$ cat config.mk
export PLATFORM = sky130hd
export DESIGN_NAME = trap_mode_ctrl
export DESIGN_NICKNAME = d
export VERILOG_FILES = /design/src/rtl/trap_mode_pkg.sv /design/src/rtl/trap_async_pend.sv /design/src/rtl/trap_cause_sel.sv /design/src/rtl/trap_vector_gen.sv /design/src/rtl/trap_mode_ctrl.sv
export SDC_FILE = /design/constraint.sdc
export NUM_CORES = 1
export LEC_CHECK = 0
export BUFFER_PORTS_ARGS = -buffer_cell sky130_fd_sc_hd__buf_2
export CORE_MARGIN = 3
export CORE_UTILIZATION = 36
export CTS_CLUSTER_DIAMETER = 120
export DETAILED_ROUTE_END_ITERATION = 7
export PLACE_DENSITY_LB_ADDON = 0.15
export SLEW_MARGIN = 10
export SYNTH_ARGS = -nofsm -noshare
export SYNTH_HDL_FRONTEND = slang
export SYNTH_HIERARCHICAL = 1
export SYNTH_SLANG_ARGS = --single-unit
$ cat constraint.sdc
create_clock -name clk -period 6.8 [get_ports clk]
set_input_delay 1.36 -clock clk [delete_from_list [all_inputs] [get_ports clk]]
set_output_delay 1.36 -clock clk [all_outputs]
set_load 0.005 [all_outputs]
$ cat src/rtl/trap_mode_pkg.sv
package trap_mode_pkg;
   typedef enum logic [1:0] {
      MODE_USER = 2'd0,
      MODE_SUP  = 2'd1,
      MODE_FLT  = 2'd2
   } priv_mode_e;

   typedef enum logic [2:0] {
      CS_SVC    = 3'd0,
      CS_DBG    = 3'd1,
      CS_SVCDBG = 3'd2,
      CS_UNK    = 3'd3,
      CS_HWM    = 3'd4
   } trap_cause_e;
endpackage

$ cat src/rtl/trap_async_pend.sv
module trap_async_pend (
   input  logic clk,
   input  logic rst_n,
   input  logic req_i,
   input  logic take_i,
   output logic pend_o
);
   logic pend_q;

   always_ff @(posedge clk) begin
      if (!rst_n)
         pend_q <= 1'b0;
      else
         pend_q <= (pend_q | req_i) & ~take_i;
   end

   assign pend_o = pend_q | req_i;
endmodule

$ cat src/rtl/trap_cause_sel.sv
module trap_cause_sel
   import trap_mode_pkg::*;
(
   input  priv_mode_e  mode_i,
   input  logic        valid_i,
   input  logic        svc_i,
   input  logic        dbg_i,
   input  logic        unk_i,
   input  logic        ret_i,
   input  logic        apend_i,
   output logic        take_sync_o,
   output logic        take_async_o,
   output logic        do_ret_o,
   output trap_cause_e cause_o,
   output priv_mode_e  target_o
);
   logic ret_user;
   logic sync_any;

   assign ret_user    = ret_i && (mode_i == MODE_USER);
   assign sync_any    = valid_i && (unk_i || dbg_i || svc_i || ret_user);
   assign take_sync_o = sync_any;
   assign do_ret_o    = valid_i && ret_i && !ret_user && !unk_i && !dbg_i && !svc_i;
   assign take_async_o = apend_i && valid_i && !sync_any && !do_ret_o
                         && (mode_i != MODE_FLT);

   always_comb begin
      if (!sync_any)
         cause_o = CS_HWM;
      else if (unk_i)
         cause_o = CS_UNK;
      else if (dbg_i)
         cause_o = (mode_i == MODE_SUP) ? CS_SVCDBG : CS_DBG;
      else if (svc_i)
         cause_o = CS_SVC;
      else
         cause_o = CS_UNK;
   end

   assign target_o = (mode_i == MODE_USER) ? MODE_SUP : MODE_FLT;
endmodule

$ cat src/rtl/trap_vector_gen.sv
module trap_vector_gen
   import trap_mode_pkg::*;
#(
   parameter int          PC_W          = 24,
   parameter int          STRIDE_LG     = 4,
   parameter bit          VEC_PER_CAUSE = 1'b1,
   parameter logic [PC_W-1:0] SUP_BASE  = PC_W'(32'h100),
   parameter logic [PC_W-1:0] FLT_BASE  = PC_W'(32'h200)
) (
   input  priv_mode_e      target_i,
   input  trap_cause_e     cause_i,
   output logic [PC_W-1:0] vec_o
);
   logic [PC_W-1:0] base;

   assign base = (target_i == MODE_SUP) ? SUP_BASE : FLT_BASE;

   generate
      if (VEC_PER_CAUSE) begin : g_table
         assign vec_o = base + (PC_W'(cause_i) << STRIDE_LG);
      end else begin : g_single
         logic [2:0] unused_cause;
         assign unused_cause = cause_i;
         assign vec_o = base;
      end
   endgenerate
endmodule

$ cat src/rtl/trap_mode_ctrl.sv
module trap_mode_ctrl
   import trap_mode_pkg::*;
#(
   parameter int          PC_W          = 24,
   parameter int          STRIDE_LG     = 4,
   parameter bit          VEC_PER_CAUSE = 1'b1,
   parameter logic [PC_W-1:0] SUP_BASE  = PC_W'(32'h100),
   parameter logic [PC_W-1:0] FLT_BASE  = PC_W'(32'h200)
) (
   input  logic            clk,
   input  logic            rst_n,
   input  logic            instr_valid,
   input  logic [PC_W-1:0] instr_pc,
   input  logic [PC_W-1:0] next_pc,
   input  logic            svc_req,
   input  logic            dbg_req,
   input  logic            unk_req,
   input  logic            ret_req,
   input  logic            hwm_req,
   output logic [1:0]      mode_o,
   output logic            trap_o,
   output logic [2:0]      cause_o,
   output logic [PC_W-1:0] epc_o,
   output logic            redirect_o,
   output logic [PC_W-1:0] redirect_pc_o
);
   localparam int VEC_SPAN = 3 + STRIDE_LG;

   generate
      if (PC_W < 8) begin : g_chk_pcw
         $error("trap_mode_ctrl: PC_W must be at least 8");
      end
      if (VEC_SPAN >= PC_W) begin : g_chk_span
         $error("trap_mode_ctrl: vector table does not fit in PC_W");
      end
      if ((SUP_BASE & ((PC_W'(1) << VEC_SPAN) - 1'b1)) != '0) begin : g_chk_sup
         $error("trap_mode_ctrl: SUP_BASE must be aligned to the vector table");
      end
      if ((FLT_BASE & ((PC_W'(1) << VEC_SPAN) - 1'b1)) != '0) begin : g_chk_flt
         $error("trap_mode_ctrl: FLT_BASE must be aligned to the vector table");
      end
   endgenerate

   priv_mode_e      mode_q;
   logic [PC_W-1:0] epc_sup_q;
   logic [PC_W-1:0] epc_flt_q;

   logic            apend;
   logic            take_sync;
   logic            take_async;
   logic            do_ret;
   trap_cause_e     sel_cause;
   priv_mode_e      target;
   logic [PC_W-1:0] vec;
   logic [PC_W-1:0] save_pc;
   logic            take_any;

   trap_async_pend u_pend (
      .clk    (clk),
      .rst_n  (rst_n),
      .req_i  (hwm_req),
      .take_i (take_async),
      .pend_o (apend)
   );

   trap_cause_sel u_sel (
      .mode_i       (mode_q),
      .valid_i      (instr_valid),
      .svc_i        (svc_req),
      .dbg_i        (dbg_req),
      .unk_i        (unk_req),
      .ret_i        (ret_req),
      .apend_i      (apend),
      .take_sync_o  (take_sync),
      .take_async_o (take_async),
      .do_ret_o     (do_ret),
      .cause_o      (sel_cause),
      .target_o     (target)
   );

   trap_vector_gen #(
      .PC_W          (PC_W),
      .STRIDE_LG     (STRIDE_LG),
      .VEC_PER_CAUSE (VEC_PER_CAUSE),
      .SUP_BASE      (SUP_BASE),
      .FLT_BASE      (FLT_BASE)
   ) u_vec (
      .target_i (target),
      .cause_i  (sel_cause),
      .vec_o    (vec)
   );

   assign take_any = take_sync | take_async;
   assign save_pc  = take_sync ? instr_pc : next_pc;

   always_ff @(posedge clk) begin
      if (!rst_n) begin
         mode_q        <= MODE_SUP;
         epc_sup_q     <= '0;
         epc_flt_q     <= '0;
         trap_o        <= 1'b0;
         cause_o       <= 3'd0;
         epc_o         <= '0;
         redirect_o    <= 1'b0;
         redirect_pc_o <= '0;
      end else if (take_any) begin
         mode_q        <= target;
         trap_o        <= 1'b1;
         cause_o       <= sel_cause;
         epc_o         <= save_pc;
         redirect_o    <= 1'b1;
         redirect_pc_o <= vec;
         if (target == MODE_SUP)
            epc_sup_q <= save_pc;
         else
            epc_flt_q <= save_pc;
      end else if (do_ret) begin
         trap_o     <= 1'b0;
         redirect_o <= 1'b1;
         if (mode_q == MODE_SUP) begin
            mode_q        <= MODE_USER;
            redirect_pc_o <= epc_sup_q;
         end else begin
            mode_q        <= MODE_SUP;
            redirect_pc_o <= epc_flt_q;
         end
      end else begin
         trap_o     <= 1'b0;
         redirect_o <= 1'b0;
      end
   end

   assign mode_o = mode_q;
endmodule

After elaboration in Yosys (flattened, before gate mapping). Index checks and enable logic that the tools add are counted.

Bits in registers: 104. Latch bits: 0. Memory bits (writable): 0. ROM bits: 0. Bits of input ports: 56. Output and inout port bits: 55. Word-level logic and storage cells: 59. Memories: 0.

Add/sub/neg operators: 1. Multiply operators: 0. Divide/modulo/power cells: 0. $lt $le $gt $ge: 0. Eq/ne operators: 3. Shifts and indexed selects: 0. Mux-type cells: 17. Bitwise logic cells: 5. Reduce and logical (&&, ||, !) cells: 24.

Operators by type and width (number): 2-to-1 mux 24 bit (4); adder 24 x 7 -> 24 bit (1); logical AND 1 bit (11); 2-to-1 mux 10 bit (1); 2-to-1 mux 2 bit (5); 2-to-1 mux 3 bit (3); logical NOT 1 bit (6); == test 2 x 1 -> 1 bit (second input constant) (2); 2-to-1 mux 1 bit (4); AND reduction 2 bit (2); logical OR 1 bit (3); logical NOT 2 bit (1); != test 2 bit (second input constant) (1); NOT 1 bit (2); bitwise OR 1 bit (2); nonzero test 2 bit (1); AND 1 bit (1).

Logic depth before layout (Yosys ltp).
Depth after elaboration: 12. Mapped depth: 11. Mapped depth without buffers: 7.

Modules after synthesis. The synthesis kept the hierarchy.

By module, submodules not included: trap_mode_ctrl (instances 1, cells an instance 524, area an instance 4872.2 um^2, sequential area each 2062.0 um^2); trap_vector_gen (instances 1, cells an instance 25, area an instance 181.4 um^2, sequential area each 0.0 um^2); trap_cause_sel (instances 1, cells an instance 18, area an instance 102.6 um^2, sequential area each 0.0 um^2); trap_async_pend (instances 1, cells an instance 3, area an instance 35.0 um^2, sequential area each 20.0 um^2).

Worst setup path before layout. No wires, ideal clock.

Path kind: input to register. Start point: input port ret_req. End point: register mode_q[0] (netlist: mode_o[0]). Library setup time: 0.141 ns. Arrival: 2.957 ns. Data required time: 6.659 ns. Slack: 3.702 ns. Stages on the path: 10. Buffers on the path: 4. Path through: nor3b_1 > or4_1 > and2_1 > buf_4 > or2_1 > buf_2 > buf_6 > buf_6 > nand2_1 > o211ai_1.

Elaborated cells on any way between the ends: 17. Classes of those cells: mux: 1; bitwise: 1; reduce/logical: 15.

RTL lines: start, declared (line trap_mode_ctrl.sv:18) `input logic ret_req,`; logical AND 1 bit * (line trap_cause_sel.sv:20) `assign ret_user = ret_i && (mode_i == MODE_USER);`; logical OR 1 bit * (line trap_cause_sel.sv:21) `assign sync_any = valid_i && (unk_i || dbg_i || svc_i || ret_user);`; logical AND 1 bit * (line trap_cause_sel.sv:21); via take_sync (line trap_mode_ctrl.sv:49) `logic take_sync;`; logical NOT 1 bit (line trap_cause_sel.sv:24) `assign take_async_o = apend_i && valid_i && !sync_any && !do_ret_o`; logical AND 1 bit (2 in a row) (line trap_cause_sel.sv:24); logical AND 1 bit (line trap_cause_sel.sv:25) `&& (mode_i != MODE_FLT);`; bitwise OR 1 bit * (line trap_mode_ctrl.sv:93) `assign take_any = take_sync | take_async;`; 2-to-1 mux 2 bit or nonzero test 2 bit (tied branches); end signal, assigned (line trap_mode_ctrl.sv:107) `mode_q <= target;`; end, declared (line trap_mode_ctrl.sv:44) `priv_mode_e mode_q;`.

The timed path passes the listed nets; every way through them passes the cells marked *. A chain may end at the register's enable or synchronous reset.

Final worst setup path.
Start point: input port ret_req. End point: register redirect_pc_o[12].

Longest elaborated chain between the ends: 11. Elaborated cells on any way between the ends: 19. Classes of those cells: add/sub: 1; mux: 2; bitwise: 1; reduce/logical: 15.

Ends and longest elaborated chain: logical AND 1 bit (line trap_cause_sel.sv:20); logical NOT 1 bit (line trap_cause_sel.sv:23) `assign do_ret_o = valid_i && ret_i && !ret_user && !unk_i && !dbg_i && !svc_i;`; logical AND 1 bit * (4 in a row) (line trap_cause_sel.sv:23); via do_ret (line trap_mode_ctrl.sv:51) `logic do_ret;`; logical NOT 1 bit (line trap_cause_sel.sv:24); logical AND 1 bit (line trap_cause_sel.sv:24); logical AND 1 bit (line trap_cause_sel.sv:25); bitwise OR 1 bit (line trap_mode_ctrl.sv:93); 2-to-1 mux 24 bit or nonzero test 2 bit (tied branches); end signal, assigned (line trap_mode_ctrl.sv:112) `redirect_pc_o <= vec;`; end signal, assigned (line trap_mode_ctrl.sv:122) `redirect_pc_o <= epc_sup_q;`; end signal, assigned (line trap_mode_ctrl.sv:125) `redirect_pc_o <= epc_flt_q;`; end, declared (line trap_mode_ctrl.sv:25) `output logic [PC_W-1:0] redirect_pc_o`.

Marked as above.

==> results.py <==
metrics = {
    "routing": {
        "wl_um": 14000,
        "viasPerCell": 5.30,
        "first_iter_violations": 309,
        "antenna_left": 0,
        "first_pass_iters": 5,
        "vias": 4358,
        "drc": 0,
        "routedWlPerCell_um": 17.1,
    },
    "logic_synthesis": {
        "yosysMostFrequentCell": "dfxtp_1",
        "synth-edff-count": 0,
        "synth_warnings": 6,
        "synth_cells": 570,
        "synthDistinctLibCells": 31,
        "synth_ff_type": "dfxtp_1",
        "synthTopCellsByCount": "104 x dfxtp_1, 73 x nand3_1, 48 x mux2i_1, 48 x o211a_1, 33 x nand2_1",
        "yosysTopAreaCellShare_pct": 40.1,
        "ys_seq_area_share_pct": 40.1,
        "ys_ff_latch": 104,
        "yosysTopAreaCell": "dfxtp_1",
        "async_flop_share_pct": 0,
        "synthTopCellsByArea": "dfxtp_1 40%, mux2i_1 9.3%, o211a_1 9.3%",
        "syn_area_um2": 5190,
        "syn_area_per_cell_um2": 9.11,
    },
    "cts": {
        "cts_inserted_buffers": 9,
        "cts_tree": "built",
        "cts.path.max_buffers": 2,
        "cts_sinks": 104,
        "cts_setup_buffers": 0,
        "cts-root-buf": "clkbuf_16",
        "insertion_delay_ns": 0.35,
        "clk_pin_slew_ns": 0.07,
        "ctsResizeCount": 0,
        "cts_hold_buf": 0,
        "htree_levels": 3,
    },
    "setup_path": {
        "cp-start-kind": "input pin",
        "critical_path_class": "input pin to flop",
        "timing.rr.end": "redirect_pc_o[12]",
        "critPathRequiredTime_ns": 7.02,
        "ff2ff_path_depth": 7,
        "ff2ff_setup_slack_ns": 3.21,
        "crit_fanout": 27,
        "rr_startpoint": "mode_o[1]",
        "crit_path_end_kind": "flop",
        "arrival_ns": 4.36,
    },
    "floorplanning": {
        "die_h_um": 126,
        "dieWidth_um": 126,
        "start_util_pct": 37.1,
        "design.core.area_um2": 14000,
        "ioPinCount": 111,
        "rows": 43,
        "die_area_um2": 15900,
    },
    "global_route": {
        "use_met1_pct": 27.1,
        "grt_use_met2_pct": 23.8,
        "grt_busiest_layer": "met1",
        "grt.overflow.total": 0,
        "antenna_found_initial": 0,
        "grt_start_max_net_pins": 79,
        "grt_use_met3_pct": 3.73,
        "grtUsageTotal_pct": 17.4,
        "grt_pass1_vias": 4132,
        "grt_first_pass_wirelength_um": 22600,
    },
    "sta": {
        "finalHoldViolCount": 0,
        "maxSlewHeadroom_pct": 17.8,
        "maxSlewViolCount": 0,
        "setup_viol": 0,
        "worstMarginPinSlew_ns": 1.23,
        "skew_ns": 0.00603,
        "setup_tns_ns": 0,
        "min_period_over_period_pct": 60.8,
        "max_freq_mhz": 242,
        "post-route-min-period_ns": 4.14,
        "rsz0062_at_grt": "no",
    },
    "power": {
        "p_total_w": 0.00146,
        "p_comb_share_pct": 13.7,
        "pwr-share-clk_pct": 40.3,
        "switching_share_pct": 25.6,
        "p_sw_w": 0.000374,
        "p_leak_nw": 3.03,
        "internal_power_w": 0.00109,
        "ir_worst_vdd_v": 0.000114,
        "power_frac_seq_pct": 45.9,
        "power.density_nw_per_um2": 244,
    },
    "placement": {
        "port_buffers": 110,
        "place_inst": 806,
        "placed_area_um2": 5650,
        "hpwl_um": 9030,
        "gp_routability_congestion": 0.737,
    },
    "worst_hold_path": {
        "hold_path_class": "flop to flop",
        "min-delay-start": "cause_o[2]",
        "min_path_cells": 2,
        "worstHoldEndpoint": "cause_o[2]",
    },
    "cells_and_area": {
        "finalNonFillerCells": 822,
        "drive_above_1_share_pct": 22.0,
        "post-route-cell-area_um2": 5990,
        "nets": 693,
        "fillerInstances": 1408,
        "area_growth_pct": 15.3,
        "diodes": 0,
    },
    "run_status": {
        "status": "completed",
    },
    "run": {
        "max-cap-violations": 0,
    },
}
==> power groups by stage <==
stage | clock (W) | combinational, W | sequential [W]
final | 0.000590 | 0.000201 | 0.000672
after CTS | 0.000607 | 0.000203 | 0.000672
after detailed placement | 0 | 0.000202 | 0.000685
after floorplan | 0 | 0.000138 | 0.000682
after global placement | 0 | 0.000197 | 0.000686
after global routing | 0.000631 | 0.000225 | 0.000676
==> metrics by stage <==
step           util (%)  hold WS (ns)  setup slack [ns]
2_1_floorplan         -         0.458              3.70
3_3_place_gp       40.4         0.454              2.50
3_5_place_dp       40.4         0.461              2.32
4_1_cts            42.8         0.470              2.70
5_1_grt            42.8         0.507              2.37
6_report           42.8         0.466              2.66
==> flip-flops by register name, indices dropped and copies added, names as in the netlist <==
| name | count |
|---|---|
| epc_sup_q | 24 |
| redirect_o | 1 |
| trap_o | 1 |
| mode_o | 2 |
| u_pend/pend_q | 1 |
| epc_o | 24 |
| cause_o | 3 |
| redirect_pc_o | 24 |
| epc_flt_q | 24 |
==> layout by cell type (no fill, tap or decap), drive strengths merged, types with 2 or more instances in the layout <==
master  count
clkinv      3
or2         2
mux2i      48
and3b      25
o21ai      50
o211ai     25
buf       119
a21boi      7
clkbuf     10
nor2b       2
conb       19
a211oi     25
and3        2
nand2b      3
bufinv      3
nor2        6
inv         3
nand3      73
dfxtp     104
nand2      33
o211a      48
and2       26
==> routing by layer <==
layer	share of wire [%]	routed length, um	up-vias
li1	-	-	2173
met1	54	7510	2058
met2	40	5600	116
met3	5.5	770	11
met4	1.1	153	0
met5	0	0	-
==> how the worst max path moves through the flow <==
stage / start / end / cells after the start
final: ret_req / redirect_pc_o[12] / 7
after global routing: ret_req / redirect_pc_o[1] / 7
after CTS: ret_req / redirect_pc_o[12] / 7
after detailed placement: ret_req / redirect_pc_o[12] / 7
after global placement: ret_req / redirect_pc_o[3] / 7
after floorplan: ret_req / mode_o[0] / 10
==> cells by family (layout without fill, tap and decap cells) <==
group	after synthesis	count (layout)	share of synthesized area (%)
buffers and inverters	85	139	9.16
and+or+nand+nor	176	176	19.0
other	1	19	0.0722
AOI/OAI and AO/OA	156	156	22.4
muxes	48	48	9.26
DFF	104	104	40.1
==> area by class of cell <==
cell class,instances,area (um2),area share [%]
repair buffers,119,621,10.4
flip-flops and latches,104,2080,34.8
clock inverters,6,108,1.80
multi-input cells,399,2710,45.2
clock buffers,10,229,3.83
well taps,180,225,3.76
inverters,4,15.0,0.251
==> worst max-delay path: stages <==
cell and delay [ns]:
buf_2 0.11, nor3b_1 0.15, nor4_1 0.26, and3_1 0.89, clkinv_1 0.97, a211oi_1 0.49
o21ai_1 0.12
(Power assumes the default switching activity.)
